File: src/rtl/ser7_pkg.sv
package ser7_pkg;
  localparam int SYM_BITS = 7;
  typedef logic [SYM_BITS-1:0] sym_t;

  // Framing pattern of the clock lane; variant picks the pulse width pair.
  function automatic sym_t frame_pattern(input int variant, input logic training);
    sym_t p;
    if (variant == 0) p = training ? 7'b1111100 : 7'b1111000;
    else              p = training ? 7'b1100000 : 7'b1110000;
    return p;
  endfunction

  // The training word equals the normal framing pattern of the variant.
  function automatic sym_t training_word(input int variant);
    return frame_pattern(variant, 1'b0);
  endfunction
endpackage

File: src/rtl/ser7_bit_timer.sv
module ser7_bit_timer #(
  parameter int SYM_BITS = 7
) (
  input  logic clk,
  input  logic rst_n,
  input  logic clr,
  input  logic bit_en,
  output logic load,
  output logic shift
);
  localparam int CW = $clog2(SYM_BITS);
  localparam logic [CW-1:0] LAST = CW'(SYM_BITS - 1);

  logic [CW-1:0] pos;
  logic          at_last;

  assign at_last = (pos == LAST);
  assign load    = bit_en && !clr && at_last;
  assign shift   = bit_en && !clr && !at_last;

  always_ff @(posedge clk or negedge rst_n) begin
    if (!rst_n)      pos <= LAST;
    else if (clr)    pos <= LAST;
    else if (bit_en) pos <= at_last ? '0 : pos + 1'b1;
  end

  // no enable, no movement of the symbol position
  p_pos_hold_r8: assert property (@(posedge clk) disable iff (!rst_n)
    (!bit_en && !clr) |=> $stable(pos));
  // a load is always followed by a shift-phase position
  p_load_then_shift_r1: assert property (@(posedge clk) disable iff (!rst_n)
    load |=> !at_last);
endmodule

File: src/rtl/ser7_shifter.sv
module ser7_shifter #(
  parameter int W = 7
) (
  input  logic         clk,
  input  logic         rst_n,
  input  logic         clr,
  input  logic         load,
  input  logic         shift,
  input  logic [W-1:0] load_val,
  output logic         sout
);
  logic [W-1:0] sr;

  always_ff @(posedge clk or negedge rst_n) begin
    if (!rst_n)     sr <= '0;
    else if (clr)   sr <= '0;
    else if (load)  sr <= load_val;
    else if (shift) sr <= {sr[W-2:0], 1'b0};
  end

  assign sout = sr[W-1];

  // loaded value shows its top bit on the next cycle
  p_msb_first_r1: assert property (@(posedge clk) disable iff (!rst_n)
    (load && !clr) |=> (sout == $past(load_val[W-1])));
endmodule

File: src/rtl/ser7_train_mon.sv
module ser7_train_mon #(
  parameter int MIN_SYMS = 4
) (
  input  logic clk,
  input  logic rst_n,
  input  logic clr,
  input  logic load,
  input  logic req_n,
  output logic mode,
  output logic ok
);
  localparam int RW = $clog2(MIN_SYMS + 1);
  localparam logic [RW-1:0] MAXR = RW'(MIN_SYMS);

  logic [RW-1:0] run;

  always_ff @(posedge clk or negedge rst_n) begin
    if (!rst_n) begin
      mode <= 1'b0;
      run  <= '0;
    end else if (clr) begin
      mode <= 1'b0;
      run  <= '0;
    end else if (load) begin
      mode <= !req_n;
      if (req_n)          run <= '0;
      else if (!mode)     run <= '0;
      else if (run != MAXR) run <= run + 1'b1;
    end
  end

  assign ok = (run >= MAXR);

  // the mode only changes at a symbol boundary
  p_mode_boundary_r5: assert property (@(posedge clk) disable iff (!rst_n)
    (!load && !clr) |=> $stable(mode));
  // the flag is only up while training symbols are sent
  p_ok_in_training_r6: assert property (@(posedge clk) disable iff (!rst_n)
    ok |-> mode);
endmodule

File: src/rtl/ser7_serializer.sv
module ser7_serializer
  import ser7_pkg::*;
#(
  parameter int LANES          = 4,
  parameter int VARIANT        = 0,
  parameter int MIN_TRAIN_SYMS = 4
) (
  input  logic                      clk,
  input  logic                      rst_n,
  input  logic                      bit_en,
  input  logic                      train_req_n,
  input  logic                      pwr_dn,
  input  logic [SYM_BITS*LANES-1:0] par_data,
  output logic [LANES-1:0]          ser_data,
  output logic                      ser_clk,
  output logic                      out_en,
  output logic                      word_take,
  output logic                      train_ok
);
  localparam sym_t TRAIN_WORD = training_word(VARIANT);
  localparam sym_t CLK_NORM   = frame_pattern(VARIANT, 1'b0);
  localparam sym_t CLK_TRAIN  = frame_pattern(VARIANT, 1'b1);

  logic load, shift, train_mode;
  sym_t clk_sym;

  ser7_bit_timer #(.SYM_BITS(SYM_BITS)) u_timer (
    .clk(clk), .rst_n(rst_n), .clr(pwr_dn), .bit_en(bit_en),
    .load(load), .shift(shift)
  );

  ser7_train_mon #(.MIN_SYMS(MIN_TRAIN_SYMS)) u_mon (
    .clk(clk), .rst_n(rst_n), .clr(pwr_dn), .load(load),
    .req_n(train_req_n), .mode(train_mode), .ok(train_ok)
  );

  assign clk_sym = train_req_n ? CLK_NORM : CLK_TRAIN;

  ser7_shifter #(.W(SYM_BITS)) u_clk_lane (
    .clk(clk), .rst_n(rst_n), .clr(pwr_dn), .load(load), .shift(shift),
    .load_val(clk_sym), .sout(ser_clk)
  );

  for (genvar g = 0; g < LANES; g++) begin : g_lane
    sym_t lane_sym;
    assign lane_sym = train_req_n ? par_data[g*SYM_BITS +: SYM_BITS] : TRAIN_WORD;
    ser7_shifter #(.W(SYM_BITS)) u_lane (
      .clk(clk), .rst_n(rst_n), .clr(pwr_dn), .load(load), .shift(shift),
      .load_val(lane_sym), .sout(ser_data[g])
    );
  end

  always_ff @(posedge clk or negedge rst_n) begin
    if (!rst_n) out_en <= 1'b0;
    else        out_en <= !pwr_dn;
  end

  assign word_take = load;

  // serial outputs hold without a bit enable
  p_hold_r8: assert property (@(posedge clk) disable iff (!rst_n)
    (!bit_en && !pwr_dn) |=> ($stable(ser_data) && $stable(ser_clk)));
  // power-down drops the driver enable on the next cycle
  p_oe_off_r7: assert property (@(posedge clk) disable iff (!rst_n)
    pwr_dn |=> !out_en);
  // a training symbol starts with a high clock-lane bit and raises the mode
  p_train_start_r3: assert property (@(posedge clk) disable iff (!rst_n)
    (word_take && !train_req_n) |=> (ser_clk && train_mode));
endmodule

File: config.mk
export PLATFORM = sky130hd
export DESIGN_NAME = ser7_serializer
export DESIGN_NICKNAME = d
export VERILOG_FILES = /design/src/rtl/ser7_pkg.sv /design/src/rtl/ser7_bit_timer.sv /design/src/rtl/ser7_shifter.sv /design/src/rtl/ser7_train_mon.sv /design/src/rtl/ser7_serializer.sv
export SDC_FILE = /design/constraint.sdc
export NUM_CORES = 1
export LEC_CHECK = 0
export CAP_MARGIN = 10
export CORE_MARGIN = 1
export CORE_UTILIZATION = 60
export CTS_BUF_LIST = sky130_fd_sc_hd__clkbuf_4 sky130_fd_sc_hd__clkbuf_8
export DETAILED_ROUTE_END_ITERATION = 8
export DONT_BUFFER_PORTS = 1
export HOLD_SLACK_MARGIN = 0.02
export PLACE_DENSITY = 0.87
export SETUP_SLACK_MARGIN = 0.1
export SLEW_MARGIN = 10
export SYNTH_ARGS = -nofsm -noshare
export SYNTH_HDL_FRONTEND = slang
export SYNTH_SLANG_ARGS = --single-unit
export TNS_END_PERCENT = 1
File: constraint.sdc
create_clock -name clk -period 1.76 [get_ports clk]
set_input_delay 0.528 -clock clk [delete_from_list [all_inputs] [get_ports clk]]
set_output_delay 0.528 -clock clk [all_outputs]
set_load 0.02 [all_outputs]
* Word level (Yosys, flattened, before mapping) *
Cells that the tools add are included.

word-level totals
  flip-flop bits (word level) = 43
  bits of input ports = 33
  output and inout bits = 8
  logic and storage cells = 55

operators by class
  add/sub/neg operators = 2
  magnitude comparators = 1
  eq/ne operators = 3
  muxes and demuxes = 30
  reductions and logical operators = 10

operators with widths
  kind                                          count
  two-way mux 7 bit                             19
  two-way mux 3 bit                             9
  adder 3 x 1 -> 3 bit, second input constant   2
  inequality test 4 bit, second input constant  1
  nonzero test 2 bit                            2
  == test 3 bit, second input constant          1
  >= comparator 3 bit, second input constant    1
  logical AND 1 bit                             3
  logical NOT 1 bit                             3
  inequality test 3 bit, second input constant  1
  nonzero test 3 bit                            1
  two-way mux 1 bit                             2
  AND reduction 2 bit                           1

* Depth between registers and ports, before layout *
  depth after elaboration = 6
  depth in mapped cells = 6
  gate-level depth less buffers = 5

* By module *
Synthesis repeated with hierarchy kept, for this count alone.

second synthesis, totals
  cells, all modules = 230
  area total of the unflattened synthesis = 2387.3 µm²

modules (own cells, without submodules)
  module           times used  cells each  area each (µm²)  seq. area each (µm²)
  ser7_shifter     5           30          350.3            175.2
  ser7_serializer  1           36          239.0            25.0
  ser7_train_mon   1           26          235.2            100.1
  ser7_bit_timer   1           18          161.4            77.6

* Worst setup path after synthesis *
Ideal clock, no wire load.

  path kind = reg-to-output
  from = register u_timer.pos[2]
  to = output word_take
  arrival = 1.264 ns
  required time = 1.232 ns
  setup slack = -0.032 ns
  stages on the path, launching flop included = 4
  buffers on the path = 1
  cells stage by stage = dfstp_2 > nand4b_2 > clkbuf_1 > nor2_1

between the ends
  longest elaborated chain between the ends = 2

RTL lines
  what                    RTL line               source
  from (decl)             ser7_bit_timer.sv:14   logic [CW-1:0] pos;
  from (signal assigned)  ser7_bit_timer.sv:24   else if (bit_en) pos <= at_last ? '0 : pos + 1'b1;
  == test 3 bit           ser7_bit_timer.sv:17   assign at_last = (pos == LAST);
  logical AND 1 bit       ser7_bit_timer.sv:18   assign load = bit_en && !clr && at_last;
  to (decl)               ser7_serializer.sv:17  output logic word_take,

Every way passes these cells.

* Worst setup path in the final report *
Ends and elaborated chain as after synthesis.

==> qor.yml <==
run_status:
  status: "finished, final reports clean"
floorplanning:
  coreArea_um2: 3100
  rows: 20
  die_h_um: 59.8
  die_w_um: 59.8
  ios: 41
  start_util_pct: 64.6
  die_area_um2: 3570
worst_hold_path:
  hp-class: "primary input to register"
  min_path_cells: 1
yosys:
  ys_seq_elements: 41
  syn_inst: 196
  ys_seq_area_share_pct: 51.3
  ys.flop_type: "dfrtp_1"
  synthDistinctLibCells: 38
  syn_avg_cell_area_um2: 10.2
  yosys_warnings: 0
  syn_area_um2: 2000
  synthesis.nets: 231
  synth-async-reset-ratio_pct: 100
  synth_edf_count: 0
place:
  place_inst: 222
  port-buffer-count: 0
  place_hpwl_um: 2870
  placed_area_um2: 1980
  gp_congestion: 0.823
  dp_slack_ns: -0.0268
timing:
  setup_ws_ns: 0.00719
  post-route-period-util_pct: 99.6
  timing.hold.ws_ns: 0.213
  min_period_ns: 1.75
  worst_slew_pin_slew_ns: 0.461
  finalMaxSlewViolations: 0
  finalSetupViolCount: 0
  worst_clock_skew_ns: 0.00751
  final-hold-violation-count: 0
  fmax_mhz: 571
  fin_tns_setup_ns: 0
  rsz0062_at_grt: "yes"
  timing.slew.headroom_pct: 69.1
clock_tree:
  clk_pin_slew_ns: 0.12
  cts_tree: "built"
  clock-sinks: 41
  h-tree-depth: 2
  root_buffer: "clkbuf_4"
  numCtsBuffers: 5
  cts_buffer_depth: 2
  clk_latency_ns: 0.36
critical_path:
  crit_path_start_kind: "register"
  path_max_fanout: 2
  critPathMaxStageDelay_ns: 0.58
  arrival_ns: 1.22
  rr_worst_depth: 5
  cp_slowest_cell: "dfstp_2"
  crit_buf_inv: 0
  required_ns: 1.23
  critPathKind: "register to primary output"
  critPathCaptureType: "primary output"
  cp_num_cells: 2
  worstPathCellList: "nand4b_4 > nor2_4"
  path_delay_family: "flip-flops"
route:
  routedWlPerCell_um: 18.3
  totalWireLength_um: 4290
  routed_via_density: 6.60
  ant_nets: 0
  drtPass1Iterations: 5
  num_vias: 1551
  drt_iter0_markers: 122
  drc_errors: 0
pwr:
  clock_power_share_pct: 29.6
  p_leak_nw: 0.912
  swShare_pct: 27.2
  totalPowerFinal_mw: 1.81
  p_per_area_nw_per_um2: 857
  peakVddDrop_v: 0.000509
  power_frac_seq_pct: 58.1
  p_switching_mw: 0.494
  intPower_mw: 1.32
  p_comb_share_pct: 12.3
cells_and_area:
  drive_gt1_share_pct: 12.6
  area_growth_pct: 5.62
  final_cells: 235
  diodes: 0
  n_fill_cell: 231
  nNetsFinal: 225
  fin_util_pct: 68.2
  final_area_um2: 2120
grt:
  antenna_found_initial: 0
  grt_pass1_wl_um: 7090
  grt_usage_pct: 27.4
  overflow: 0
  grt_pass1_vias: 1602
  grt_max_degree: 42
run:
  maxCapViolations: 0
==> area by class of cell <==
class                      count  area [µm²]  area share, %
timing repair buffer           8        75.1           3.55
sequential                    41        1030           48.7
inverter                      11        41.3           1.95
clock buffer                   7        65.1           3.08
tap                           44        55.1           2.60
multi-input combinational    123         845           39.9
clock inverter                 1        5.00          0.237
==> synthesized netlist by cell type, types with 5 or more instances <==
cell type / number / share of area [%]
nand3_1: 11 / 2.7
buf_2: 9 / 2.2
o21ai_0: 12 / 3.0
clkbuf_1: 5 / 0.94
dfrtp_1: 39 / 49
o311ai_1: 5 / 2.2
nand4_1: 8 / 2.5
inv_1: 9 / 1.7
a21oi_1: 8 / 2.0
a221o_1: 8 / 4.0
nand2_1: 15 / 2.8
o211ai_1: 15 / 5.6
and2_1: 8 / 2.5
==> power groups by stage <==
| stage | combinational, mW | clock [mW] | sequential (mW) |
|---|---|---|---|
| 3_5_place_dp | 0.176 | 0 | 1.07 |
| 4_1_cts | 0.222 | 0.542 | 1.05 |
| 3_3_place_gp | 0.164 | 0 | 1.07 |
| 2_1_floorplan | 0.183 | 0 | 1.05 |
| 5_1_grt | 0.249 | 0.586 | 1.06 |
| 6_report | 0.222 | 0.536 | 1.05 |
==> cells in the final DEF, fill, tap and decap left out, types with 2 or more instances in the layout <==
cell type,instances
a21oi_1,8
a221o_1,8
a22o_1,4
a31oi_1,2
and2_1,8
buf_4,6
clkbuf_4,5
clkbuf_8,2
dfrtp_1,38
dfstp_2,2
ha_1,2
inv_1,9
inv_2,2
mux2i_1,4
nand2_1,15
nand2b_1,3
nand3_1,11
nand4_1,8
nor2_1,2
o211ai_1,15
o21ai_0,12
o2bb2ai_1,2
o311ai_1,5
==> worst paths after layout <==
| kind | from | endpoint | slack [ns] |
|---|---|---|---|
| min reg2reg | g_lane[0].u_lane.sr[5]$_DFFE_PN0P_ | g_lane[0].u_lane.sr[5]$_DFFE_PN0P_ | 0.51 |
| min in group asynchronous | rst_n | u_clk_lane.sr[6]$_DFFE_PN0P_ | 0.62 |
| min | pwr_dn | u_clk_lane.sr[4]$_DFFE_PN0P_ | 0.21 |
| max reg2reg | u_timer.pos[2]$_DFFE_PN1P_ | u_mon.run[2]$_DFFE_PN0P_ | 0.21 |
| max | u_timer.pos[2]$_DFFE_PN1P_ | word_take | 0.007 |
| max in group asynchronous | rst_n | u_timer.pos[1]$_DFFE_PN1P_ | 0.88 |
==> layer usage <==
layer  vias to the layer above  share of wire [%]  global-route usage (%)
met4                         0                2.8                    15.6
met2                        71                 49                    43.0
met3                        15                8.4                    8.87
li1                        713                  -                       -
met5                         -                  0                       0
met1                       752                 39                    33.0
==> worst register-to-register path, delay by kind of cell (launching register included) <==
kind            cells  cell delay [ns]
flops               1             0.58
buf+inv             2             0.42
compound gates      2             0.38
simple gates        1             0.12
==> what timing repair did <==
item,in CTS,in global routing
hold buffers,2,0
setup endpoints to repair,14,3
hold endpoints to repair,41,0
buffers inserted,3,0
gates resized for setup,2,3
pin swaps,2,1
==> registers in the layout (all words and copies together) (netlist names) <==
signal	count
g_lane.u_lane.sr	28
u_clk_lane.sr	5
u_mon.run	3
u_timer.pos	3
out_en	1
u_mon.mode	1
==> logic make-up after synthesis <==
family / Yosys count / synth area share, %
AOI/OAI and AO/OA: 62 / 22.5
and+or+nand+nor: 55 / 15.2
DFF: 41 / 51.3
buffers and inverters: 32 / 7.68
muxes: 4 / 2.00
adders and majority gates: 2 / 1.25
Power figures use the tool's default switching activity.
